### src/rtl/plvl_pkg.sv
package plvl_pkg;
  localparam int LVLS  = 4;
  localparam int LW    = 2;
  localparam int CLSW  = 6;
  localparam int STW   = 8;
  localparam int OFFW  = 12;
  localparam logic [STW-1:0] RESET_STATE = 8'h0D;

  typedef enum logic [2:0] {
    K_SVC   = 3'd0,
    K_HVC   = 3'd1,
    K_SMC   = 3'd2,
    K_FAULT = 3'd3,
    K_IRQ   = 3'd4,
    K_FIQ   = 3'd5,
    K_SERR  = 3'd6
  } kind_e;

  localparam logic [CLSW-1:0] CLS_UNDEF = 6'h00;
  localparam logic [CLSW-1:0] CLS_SVC   = 6'h15;
  localparam logic [CLSW-1:0] CLS_HVC   = 6'h16;
  localparam logic [CLSW-1:0] CLS_SMC   = 6'h17;
  localparam logic [CLSW-1:0] CLS_FAULT = 6'h20;
  localparam logic [CLSW-1:0] CLS_SERR  = 6'h2F;
  localparam logic [CLSW-1:0] CLS_IRQ   = 6'h3A;
  localparam logic [CLSW-1:0] CLS_FIQ   = 6'h3B;

  typedef struct packed {
    logic            enter;
    logic            leave;
    logic [LW-1:0]   tgt;
    logic [CLSW-1:0] cls;
    logic            keepIss;
    logic [OFFW-1:0] vecOff;
  } strobe_t;
endpackage

### src/rtl/plvl_ctrl.sv
module plvl_ctrl
  import plvl_pkg::*;
(
  input  logic          excReq,
  input  logic [2:0]    excKind,
  input  logic          retReq,
  input  logic [LW-1:0] curLvl,
  input  logic          spSel,
  input  logic          irqToHyp,
  input  logic          irqToMon,
  input  logic          fiqToHyp,
  input  logic          fiqToMon,
  output strobe_t       stb
);
  function automatic logic [LW-1:0] maxLvl(input logic [LW-1:0] a, input logic [LW-1:0] b);
    return (a > b) ? a : b;
  endfunction

  logic [LW-1:0]   tgt;
  logic [CLSW-1:0] cls;
  logic            keepIss;
  logic [OFFW-1:0] kindOff;
  logic [OFFW-1:0] grpOff;
  logic [LW-1:0]   irqRoute;
  logic [LW-1:0]   fiqRoute;

  always_comb begin
    irqRoute = irqToMon ? 2'd3 : (irqToHyp ? 2'd2 : 2'd1);
    fiqRoute = fiqToMon ? 2'd3 : (fiqToHyp ? 2'd2 : 2'd1);
    tgt      = maxLvl(2'd1, curLvl);
    cls      = CLS_FAULT;
    keepIss  = 1'b1;
    kindOff  = 12'h000;
    case (kind_e'(excKind))
      K_SVC: cls = CLS_SVC;
      K_HVC: begin
        if (curLvl == 2'd0) begin
          cls = CLS_UNDEF; keepIss = 1'b0;
        end else begin
          tgt = maxLvl(2'd2, curLvl); cls = CLS_HVC;
        end
      end
      K_SMC: begin
        if (curLvl == 2'd0) begin
          cls = CLS_UNDEF; keepIss = 1'b0;
        end else begin
          tgt = 2'd3; cls = CLS_SMC;
        end
      end
      K_IRQ: begin
        tgt = maxLvl(irqRoute, curLvl); cls = CLS_IRQ; kindOff = 12'h080;
      end
      K_FIQ: begin
        tgt = maxLvl(fiqRoute, curLvl); cls = CLS_FIQ; kindOff = 12'h100;
      end
      K_SERR: begin
        cls = CLS_SERR; kindOff = 12'h180;
      end
      default: cls = CLS_FAULT;
    endcase
    if (tgt > curLvl)  grpOff = 12'h400;
    else if (spSel)    grpOff = 12'h200;
    else               grpOff = 12'h000;
  end

  assign stb.enter   = excReq;
  assign stb.leave   = retReq && !excReq && (curLvl != 2'd0);
  assign stb.tgt     = tgt;
  assign stb.cls     = cls;
  assign stb.keepIss = keepIss;
  assign stb.vecOff  = grpOff + kindOff;
endmodule

### src/rtl/plvl_dpath.sv
module plvl_dpath
  import plvl_pkg::*;
#(
  parameter int AW = 32,
  parameter int YW = 16
) (
  input  logic             clk,
  input  logic             rstN,
  input  strobe_t          stb,
  input  logic [AW-1:0]    curPc,
  input  logic [STW-1:0]   curState,
  input  logic [YW-1:0]    syndIn,
  input  logic             cfgWe,
  input  logic [LW-1:0]    cfgLvl,
  input  logic [1:0]       cfgSel,
  input  logic [AW-1:0]    cfgData,
  output logic             pcValid,
  output logic [AW-1:0]    newPc,
  output logic [LW-1:0]    curLvl,
  output logic             spSel,
  output logic [STW-1:0]   stateOut,
  output logic [AW-1:0]    activeSp,
  output logic [CLSW+YW-1:0] syndOut
);
  localparam int SYW = CLSW + YW;

  logic [STW-1:0] stateQ;
  logic [AW-1:0]  pcQ;
  logic           pcValidQ;

  logic [AW-1:0]  vbarArr  [LVLS];
  logic [AW-1:0]  spArr    [LVLS];
  logic [AW-1:0]  linkArr  [LVLS];
  logic [STW-1:0] savedArr [LVLS];
  logic [SYW-1:0] syndArr  [LVLS];

  logic [STW-1:0] savedWord;
  logic [SYW-1:0] syndWord;
  logic [AW-1:0]  retAddr;

  assign savedWord = {curState[7:4], stateQ[3:2], curState[1], stateQ[0]};
  assign syndWord  = {stb.cls, (stb.keepIss ? syndIn : {YW{1'b0}})};
  assign retAddr   = curPc + AW'(4);

  for (genvar g = 0; g < LVLS; g++) begin : gBank
    logic [AW-1:0]  vbar;
    logic [AW-1:0]  sp;
    logic [AW-1:0]  link;
    logic [STW-1:0] saved;
    logic [SYW-1:0] synd;

    always_ff @(posedge clk) begin
      if (!rstN) begin
        vbar <= '0; sp <= '0; link <= '0; saved <= '0; synd <= '0;
      end else begin
        if (stb.enter && stb.tgt == LW'(g)) begin
          link  <= retAddr;
          saved <= savedWord;
          synd  <= syndWord;
        end
        if (cfgWe && cfgLvl == LW'(g)) begin
          case (cfgSel)
            2'd0: vbar  <= cfgData;
            2'd1: sp    <= cfgData;
            2'd2: link  <= cfgData;
            default: saved <= cfgData[STW-1:0];
          endcase
        end
      end
    end

    assign vbarArr[g]  = vbar;
    assign spArr[g]    = sp;
    assign linkArr[g]  = link;
    assign savedArr[g] = saved;
    assign syndArr[g]  = synd;
  end

  always_ff @(posedge clk) begin
    if (!rstN) begin
      stateQ   <= RESET_STATE;
      pcQ      <= '0;
      pcValidQ <= 1'b0;
    end else begin
      pcValidQ <= stb.enter || stb.leave;
      if (stb.enter) begin
        pcQ    <= vbarArr[stb.tgt] + AW'(stb.vecOff);
        stateQ <= {curState[7:4], stb.tgt, curState[1], 1'b1};
      end else if (stb.leave) begin
        pcQ    <= linkArr[stateQ[3:2]];
        stateQ <= savedArr[stateQ[3:2]];
      end
    end
  end

  assign curLvl   = stateQ[3:2];
  assign spSel    = stateQ[0];
  assign stateOut = stateQ;
  assign newPc    = pcQ;
  assign pcValid  = pcValidQ;
  assign activeSp = spArr[stateQ[0] ? stateQ[3:2] : 2'd0];
  assign syndOut  = syndArr[stateQ[3:2]];
endmodule

### src/rtl/plvl_exc_ctrl.sv
module plvl_exc_ctrl
  import plvl_pkg::*;
#(
  parameter int AW = 32,
  parameter int YW = 16
) (
  input  logic           clk,
  input  logic           rstN,
  input  logic           excReq,
  input  logic [2:0]     excKind,
  input  logic           retReq,
  input  logic [AW-1:0]  curPc,
  input  logic [7:0]     curState,
  input  logic [YW-1:0]  syndIn,
  input  logic           irqToHyp,
  input  logic           irqToMon,
  input  logic           fiqToHyp,
  input  logic           fiqToMon,
  input  logic           cfgWe,
  input  logic [1:0]     cfgLvl,
  input  logic [1:0]     cfgSel,
  input  logic [AW-1:0]  cfgData,
  output logic           pcValid,
  output logic [AW-1:0]  newPc,
  output logic [1:0]     curLevel,
  output logic [7:0]     stateOut,
  output logic [AW-1:0]  activeSp,
  output logic [5+YW:0]  syndOut
);
  strobe_t       stb;
  logic [LW-1:0] lvl;
  logic          spSel;

  plvl_ctrl uCtrl (
    .excReq(excReq), .excKind(excKind), .retReq(retReq),
    .curLvl(lvl), .spSel(spSel),
    .irqToHyp(irqToHyp), .irqToMon(irqToMon),
    .fiqToHyp(fiqToHyp), .fiqToMon(fiqToMon),
    .stb(stb)
  );

  plvl_dpath #(.AW(AW), .YW(YW)) uDpath (
    .clk(clk), .rstN(rstN), .stb(stb),
    .curPc(curPc), .curState(curState), .syndIn(syndIn),
    .cfgWe(cfgWe), .cfgLvl(cfgLvl), .cfgSel(cfgSel), .cfgData(cfgData),
    .pcValid(pcValid), .newPc(newPc), .curLvl(lvl), .spSel(spSel),
    .stateOut(stateOut), .activeSp(activeSp), .syndOut(syndOut)
  );

  assign curLevel = lvl;
endmodule

### config.mk
export PLATFORM = sky130hd
export DESIGN_NAME = plvl_exc_ctrl
export DESIGN_NICKNAME = d
export VERILOG_FILES = /design/src/rtl/plvl_pkg.sv /design/src/rtl/plvl_ctrl.sv /design/src/rtl/plvl_dpath.sv /design/src/rtl/plvl_exc_ctrl.sv
export SDC_FILE = /design/constraint.sdc
export NUM_CORES = 1
export LEC_CHECK = 0
export BUFFER_PORTS_ARGS = -buffer_cell sky130_fd_sc_hd__buf_2
export CELL_PAD_IN_SITES_DETAIL_PLACEMENT = 0
export CELL_PAD_IN_SITES_GLOBAL_PLACEMENT = 1
export CORE_AREA = 5 5 279 281
export DETAILED_ROUTE_END_ITERATION = 12
export DIE_AREA = 0 0 284 286
export GPL_ROUTABILITY_DRIVEN = 0
export PLACE_DENSITY = 0.72
export SLEW_MARGIN = 10
export SYNTH_ARGS = -nofsm -noshare
export SYNTH_HDL_FRONTEND = slang
export SYNTH_SLANG_ARGS = --single-unit
### constraint.sdc
create_clock -name clk -period 7.39 [get_ports clk]
set_input_delay 0.3695 -clock clk [delete_from_list [all_inputs] [get_ports clk]]
set_output_delay 0.3695 -clock clk [all_outputs]
set_load 0.05 [all_outputs]
==> flow_metrics.tcl, run 1 <==
set metrics [dict create \
    status "completed" \
    final_util_pct 39.62 \
    dp_cells 4321 \
    grt_usage_pct 22.16 \
    cts_inserted_buffers 67 \
    critPathArrivalTime_ns 6.19 \
    fin_nets 3532 \
    end_kind "flip-flop" \
    p_sw_uw 2258 \
    die_y_um 286 \
    io_buffer_count 197 \
    cts_num_sinks 545 \
    postSynthCellCount 3410 \
    hold_violations 0 \
    yosys_register_bits 545 \
    dpl-instance-area_um2 27460 \
    row_count 101 \
    cts_resized 0 \
    die_w_um 284 \
    holdPathEnd "uDpath.stateOut[4]$_SDFFE_PN0P_" \
    ant_nets 0 \
    final.setup.tns_ns 0 \
    ff2ff_path_depth 18 \
    netSwitchingFraction_pct 28.99 \
    grt_setup_unrepaired "false" \
    num_vias 24050 \
    ys_types 70 \
    start_util_pct 34.66 \
    pre_cts_ws_ns 1.762 \
    fin_skew_ns 0.02304 \
    synth.cell_area_um2 26060 \
    io_pins 201 \
    cp.required_ns 7.94 \
    regToRegSetupSlack_ns 1.75 \
    h-tree-depth 3 \
    setup_viol 0 \
    synth_ff_type "dfxtp_1" \
    max-cap-violations 0 \
    grt_overflow 0 \
    p_leak_uw 0.01043 \
    p_int_uw 5533 \
    fin_crit_ns 5.642 \
    fillers 7790 \
    cts-root-buf "clkbuf_16" \
    fin_area_um2 29790 \
    worstReg2RegStart "uDpath.stateOut[3]$_SDFFE_PN1P_" \
    hold_start "curState[4]" \
    cts_tree "yes" \
    grt_pass1_wl_mm 141.6 \
    seqPwrFrac_pct 40.3 \
    clkLatencyLatePin_ns 0.61 \
    crit_fanout 28 \
    drt-total-wl_mm 93.91 \
    timing.rr.end "uDpath.newPc[12]$_SDFFE_PN0P_" \
    synth_edf_count 0 \
    drc_errors 0 \
    clkPwrFrac_pct 44.6 \
    grt_pass1_vias 22230 \
    syn_avg_cell_area_um2 7.642 \
    slew_violations 0 \
    ir_worst_vdd_mv 0.1614 \
    holdPathStages 3 \
    cts_setup_buffers 0 \
    drt_iter0_drc 1839 \
    min_period_over_period_pct 76.35 \
    layout.cells.non_filler 4442 \
    seq_area_frac_synth_pct 41.87 \
    drive_above_1_share_pct 13.57 \
    wl_per_cell_um 21.14 \
    dp_hpwl_mm 58.84 \
    startpoint_type "flip-flop" \
    cts_hold_buffers 0 \
    detail_route.first_pass.iterations 5 \
    syn-num-nets 3530 \
    clk_pin_slew_ns 0.06 \
    grt_max_degree 210 \
    core_region_area_um2 75190 \
    ys_warn_count 0 \
    vias_per_cell 5.414 \
    clockBufferDepth 3 \
    fmax_mhz 177.2 \
    synthArstFlopShare_pct 0 \
    p_comb_share_pct 15.1 \
    antenna_found_initial 4 \
    finalWorstSetupSlack_ns 1.748 \
    powerDensity_nw_per_um2 261.5 \
    syn_to_final_growth_pct 14.33 \
    relSlewSlack_pct 23.75 \
    path_class "flip-flop to flip-flop" \
    hold_path.class "input pin to flip-flop" \
    max_slew.worst_pin.slew_ns 1.141 \
    antenna_cells 0 \
    dieArea_um2 81220 \
]
[per-stage QoR]
stage,hold WS (ns),total power (uW)
6_report,0.07560,7791
4_1_cts,0.04412,7870
2_1_floorplan,0.4315,4019
3_3_place_gp,0.4377,4382
5_1_grt,0.07548,8085
3_5_place_dp,0.4422,4388
[cell usage after synthesis, drive strengths merged, types with 4 or more instances]
library cell	number	area [um^2]
a211oi	54	405.4
a21oi	489	2447
a221oi	7	73.82
a311oi	45	394.1
a31oi	57	356.6
and2	9	57.56
and3	30	187.7
and4	8	70.07
buf	62	351.6
clkbuf	245	919.6
dfxtp	545	10910
ha	15	187.7
inv	19	73.83
mux2	6	75.07
mux2i	47	495.5
mux4	67	1520
nand2	1044	3921
nand2b	6	37.54
nand3	64	335.3
nand4	11	68.82
nor2	313	1191
nor2b	41	264.0
nor3	7	35.03
nor4	5	37.53
o211ai	76	570.6
o21ai	24	120.1
o22ai	28	175.2
o32ai	10	95.10
or2	4	25.02
xnor2	14	122.6
xor2	32	280.3
[layout by cell type, fill, tap and decap left out, types with 9 or more instances in the layout]
| cell | n |
|---|---|
| a31oi_1 | 56 |
| nand3_1 | 58 |
| a21oi_1 | 489 |
| nor2b_1 | 39 |
| inv_1 | 15 |
| clkbuf_1 | 14 |
| and3_1 | 30 |
| xnor2_1 | 14 |
| clkbuf_8 | 18 |
| buf_4 | 42 |
| o32ai_1 | 9 |
| o211ai_1 | 76 |
| nand2_1 | 1038 |
| a311oi_1 | 45 |
| nand4_1 | 11 |
| ha_1 | 15 |
| mux2i_1 | 45 |
| xor2_1 | 32 |
| mux4_2 | 64 |
| buf_2 | 197 |
| a211oi_1 | 54 |
| clkbuf_16 | 70 |
| nor2_1 | 302 |
| dfxtp_1 | 543 |
| o21ai_0 | 24 |
| o22ai_1 | 28 |
[area by class of cell]
| cell class | count | area (um^2) | share of cell area (%) |
|---|---|---|---|
| clock buffer | 102 | 2052 | 6.887 |
| clock inverter | 19 | 285.3 | 0.9575 |
| inverter | 19 | 81.33 | 0.2730 |
| multi-input combinational | 2539 | 13910 | 46.69 |
| sequential | 545 | 10920 | 36.65 |
| tap | 978 | 1224 | 4.107 |
| timing repair buffer | 240 | 1321 | 4.435 |
[flip-flops by register name, indices dropped and copies added, names as in the netlist]
name / flops
uDpath.gBank.synd: 88
uDpath.gBank.saved: 32
uDpath.gBank.vbar: 128
uDpath.gBank.sp: 128
uDpath.newPc: 32
uDpath.stateOut: 8
uDpath.gBank.link: 128
uDpath.pcValid: 1
[worst max path at each step]
| stage | from | depth (start not counted) | to | slack, ns |
|---|---|---|---|---|
| 6_report | uDpath.stateOut[3]$_SDFFE_PN1P_ | 18 | uDpath.newPc[12]$_SDFFE_PN0P_ | 1.75 |
| 5_1_grt | uDpath.stateOut[3]$_SDFFE_PN1P_ | 18 | uDpath.newPc[12]$_SDFFE_PN0P_ | 1.30 |
| 3_5_place_dp | uDpath.stateOut[2]$_SDFFE_PN1P_ | 18 | uDpath.newPc[12]$_SDFFE_PN0P_ | 1.76 |
| 4_1_cts | uDpath.stateOut[2]$_SDFFE_PN1P_ | 18 | uDpath.newPc[12]$_SDFFE_PN0P_ | 1.75 |
| 2_1_floorplan | uDpath.stateOut[3]$_SDFFE_PN1P_ | 25 | uDpath.newPc[22]$_SDFFE_PN0P_ | 1.56 |
| 3_3_place_gp | uDpath.stateOut[2]$_SDFFE_PN1P_ | 18 | uDpath.newPc[12]$_SDFFE_PN0P_ | 1.81 |
[worst max-delay path, cell delays in order (launching register included)]
cell and delay (ns):
dfxtp_4 0.47, inv_1 0.29, ha_1 0.41, o21ai_0 0.17, a221oi_2 0.45, nand3_2 0.57, inv_2 0.43, buf_4 0.47
nand3_1 0.11, and2_1 0.20, ha_1 0.27, a21oi_1 0.06, o21bai_1 0.19, a21o_1 0.56, a21oi_1 0.15, a211oi_1 0.26
a211oi_1 0.09, a311oi_1 0.29, o21a_1 0.16
[power groups by stage]
stage                     sequential, uW  clock, uW  combinational (uW)
final                               3140       3470                1180
after global routing                3150       3660                1270
after CTS                           3140       3540                1190
after detailed placement            3200          0                1180
after global placement              3200          0                1180
after floorplan                     3230          0                 794
[kinds of logic after synthesis]
kind of cell	count (synthesis)	share of synthesized area, %
buffers and inverters	326	5.161
muxes	120	8.023
AOI/OAI and AO/OA	808	18.48
DFF	545	41.87
adders and majority gates	16	0.7970
xor gates and xnor gates	46	1.546
and+or+nand+nor	1549	24.13
[metal layers]
layer  GRT usage, %  vias up  part of all wire [%]
met1          30.51    11490                    44
met4          6.167        2                   2.5
met5              0        -                 0.012
met3          3.817      121                   6.6
met2          36.05      761                    47
li1               -    11680                     -
Power figures use the tool's default switching activity.
==> inputs of run 2 (changes only) <==
Clock period 7.39 ns to 5.6 ns, I/O delays scaled along.
==> flow_metrics.tcl, run 2 (synthesized netlist as in run 1, its figures left out) <==
set metrics [dict create \
    status "completed" \
    max_slew.worst_pin.slew_ns 1.172 \
    timing.rr.end "uDpath.newPc[12]$_SDFFE_PN0P_" \
    grt_usage_pct 22.38 \
    detail_route.first_pass.iterations 6 \
    path_class "flip-flop to flip-flop" \
    setup_viol 0 \
    p_comb_share_pct 16.3 \
    grt_overflow 0 \
    max-cap-violations 0 \
    io_pins 201 \
    hold_path.class "input pin to flip-flop" \
    die_y_um 286 \
    cp.required_ns 6.17 \
    layout_common_cells "nand2_1, dfxtp_1, a21oi_1, nor2_1, buf_2" \
    drc_errors 0 \
    drt_iter0_drc 2141 \
    clkPwrFrac_pct 41.3 \
    cts-root-buf "clkbuf_16" \
    hold_violations 0 \
    syn_to_final_growth_pct 13.67 \
    slew_violations 0 \
    vias_per_cell 5.395 \
    dpl-instance-area_um2 27540 \
    cts_resized 0 \
    relSlewSlack_pct 21.61 \
    num_vias 24030 \
    clockBufferDepth 3 \
    startpoint_type "flip-flop" \
    wl_per_cell_um 21.37 \
    crit_fanout 17 \
    min_period_over_period_pct 87.31 \
    critPathArrivalTime_ns 5.46 \
    grt_max_degree 148 \
    seqPwrFrac_pct 42.4 \
    powerDensity_nw_per_um2 329.0 \
    p_sw_uw 2928 \
    io_buffer_count 197 \
    final_common_cell "nand2_1" \
    row_count 101 \
    h-tree-depth 2 \
    ff2ff_path_depth 18 \
    p_leak_uw 0.01034 \
    ant_nets 0 \
    die_w_um 284 \
    final.setup.tns_ns 0 \
    hold_start "cfgData[27]" \
    fmax_mhz 204.5 \
    antenna_found_initial 4 \
    fin_area_um2 29620 \
    fillers 7830 \
    worstReg2RegStart "uDpath.stateOut[3]$_SDFFE_PN1P_" \
    core_region_area_um2 75190 \
    fin_crit_ns 4.889 \
    clk_pin_slew_ns 0.06 \
    cts_hold_buffers 10 \
    fin_skew_ns 0.009218 \
    layout.cells.non_filler 4455 \
    grt_pass1_wl_mm 143.4 \
    dieArea_um2 81220 \
    drt-total-wl_mm 95.19 \
    cts_num_sinks 545 \
    p_int_uw 6819 \
    end_kind "flip-flop" \
    holdPathEnd "uDpath.gBank[3].vbar[27]$_SDFFE_PN0P_" \
    cts_inserted_buffers 61 \
    dp_hpwl_mm 60.62 \
    fin_nets 3546 \
    clkLatencyLatePin_ns 0.63 \
    holdPathStages 3 \
    cts_setup_buffers 0 \
    top_regs "uDpath.gBank.link: 128 flops, uDpath.gBank.sp: 128 flops, uDpath.gBank.vbar: 128 flops" \
    grt_pass1_vias 22260 \
    ir_worst_vdd_mv 0.2405 \
    regToRegSetupSlack_ns 0.71 \
    start_util_pct 34.66 \
    dp_cells 4331 \
    grt_setup_unrepaired "false" \
    drive_above_1_share_pct 13.43 \
    cts_tree "yes" \
    netSwitchingFraction_pct 30.04 \
]
-- run 2: changes by cell type in the layout (fill, tap and decap cells not counted), sizes merged --
cell / previous run / this run
buf: 240 / 250
dlygate4sd3: 0 / 10
clkbuf: 102 / 94
bufinv: 6 / 2
clkinvlp: 1 / 4
diode: 0 / 1
inv: 20 / 21
-- run 2: how the worst max path moves through the flow --
stage / slack (ns) / from / endpoint
detailed placement: 0.69 / fiqToHyp / uDpath.newPc[12]$_SDFFE_PN0P_
finish: 0.71 / uDpath.stateOut[3]$_SDFFE_PN1P_ / uDpath.newPc[12]$_SDFFE_PN0P_
global route: 0.33 / uDpath.stateOut[3]$_SDFFE_PN1P_ / uDpath.newPc[12]$_SDFFE_PN0P_
global placement: 0.67 / fiqToHyp / uDpath.newPc[12]$_SDFFE_PN0P_
floorplan: 0.06 / uDpath.stateOut[3]$_SDFFE_PN1P_ / uDpath.newPc[22]$_SDFFE_PN0P_
CTS: 0.75 / uDpath.stateOut[3]$_SDFFE_PN1P_ / uDpath.newPc[12]$_SDFFE_PN0P_
-- run 2: critical path, cell delays in order, from the launching register on --
cell and delay [ns]:
dfxtp_4 0.34, inv_1 0.23, ha_1 0.41, o21ai_0 0.16, a221oi_2 0.41, nand3_2 0.35
inv_2 0.33, ha_1 0.28, a21oi_1 0.20, nor2b_1 0.08, ha_1 0.31, inv_1 0.06
o21bai_1 0.20, a21o_1 0.55, a21oi_1 0.15, a211oi_1 0.22, a211oi_1 0.08, a311oi_1 0.29
o21a_1 0.16
-- run 2: routing by layer --
layer | GRT usage, % | part of all wire (%) | vias up
met5 | 0 | 0.025 | -
met4 | 6.057 | 2.7 | 4
met3 | 3.761 | 6.4 | 124
met2 | 36.69 | 46 | 739
met1 | 30.72 | 44 | 11480
li1 | - | - | 11690
-- run 2: stage by stage --
step	setup WS (ns)	util [%]	power, uW	hold slack, ns
floorplan	0.05660	-	5304	0.4160
global placement	0.6690	36.62	5798	0.4376
detailed placement	0.6935	36.62	5803	0.4417
CTS	0.7458	39.39	9840	0.01038
global route	0.3315	39.39	10130	0.03988
finish	0.7107	39.40	9747	0.03644
-- run 2: cell type report --
class	count	area (um^2)	area share, %
clock buffers	94	1823	6.154
repair buffers	260	1496	5.052
diodes	1	2.502	0.008447
multi-input cells	2539	13920	46.98
flip-flops and latches	545	10920	36.86
well taps	978	1224	4.131
clock inverters	19	162.7	0.5491
inverters	19	81.33	0.2745
-- run 2: power groups by stage --
stage / sequential [uW] / clock, uW / combinational, uW
finish: 4140 / 4020 / 1590
global route: 4150 / 4270 / 1710
CTS: 4130 / 4110 / 1600
detailed placement: 4220 / 0 / 1590
global placement: 4210 / 0 / 1580
floorplan: 4260 / 0 / 1050
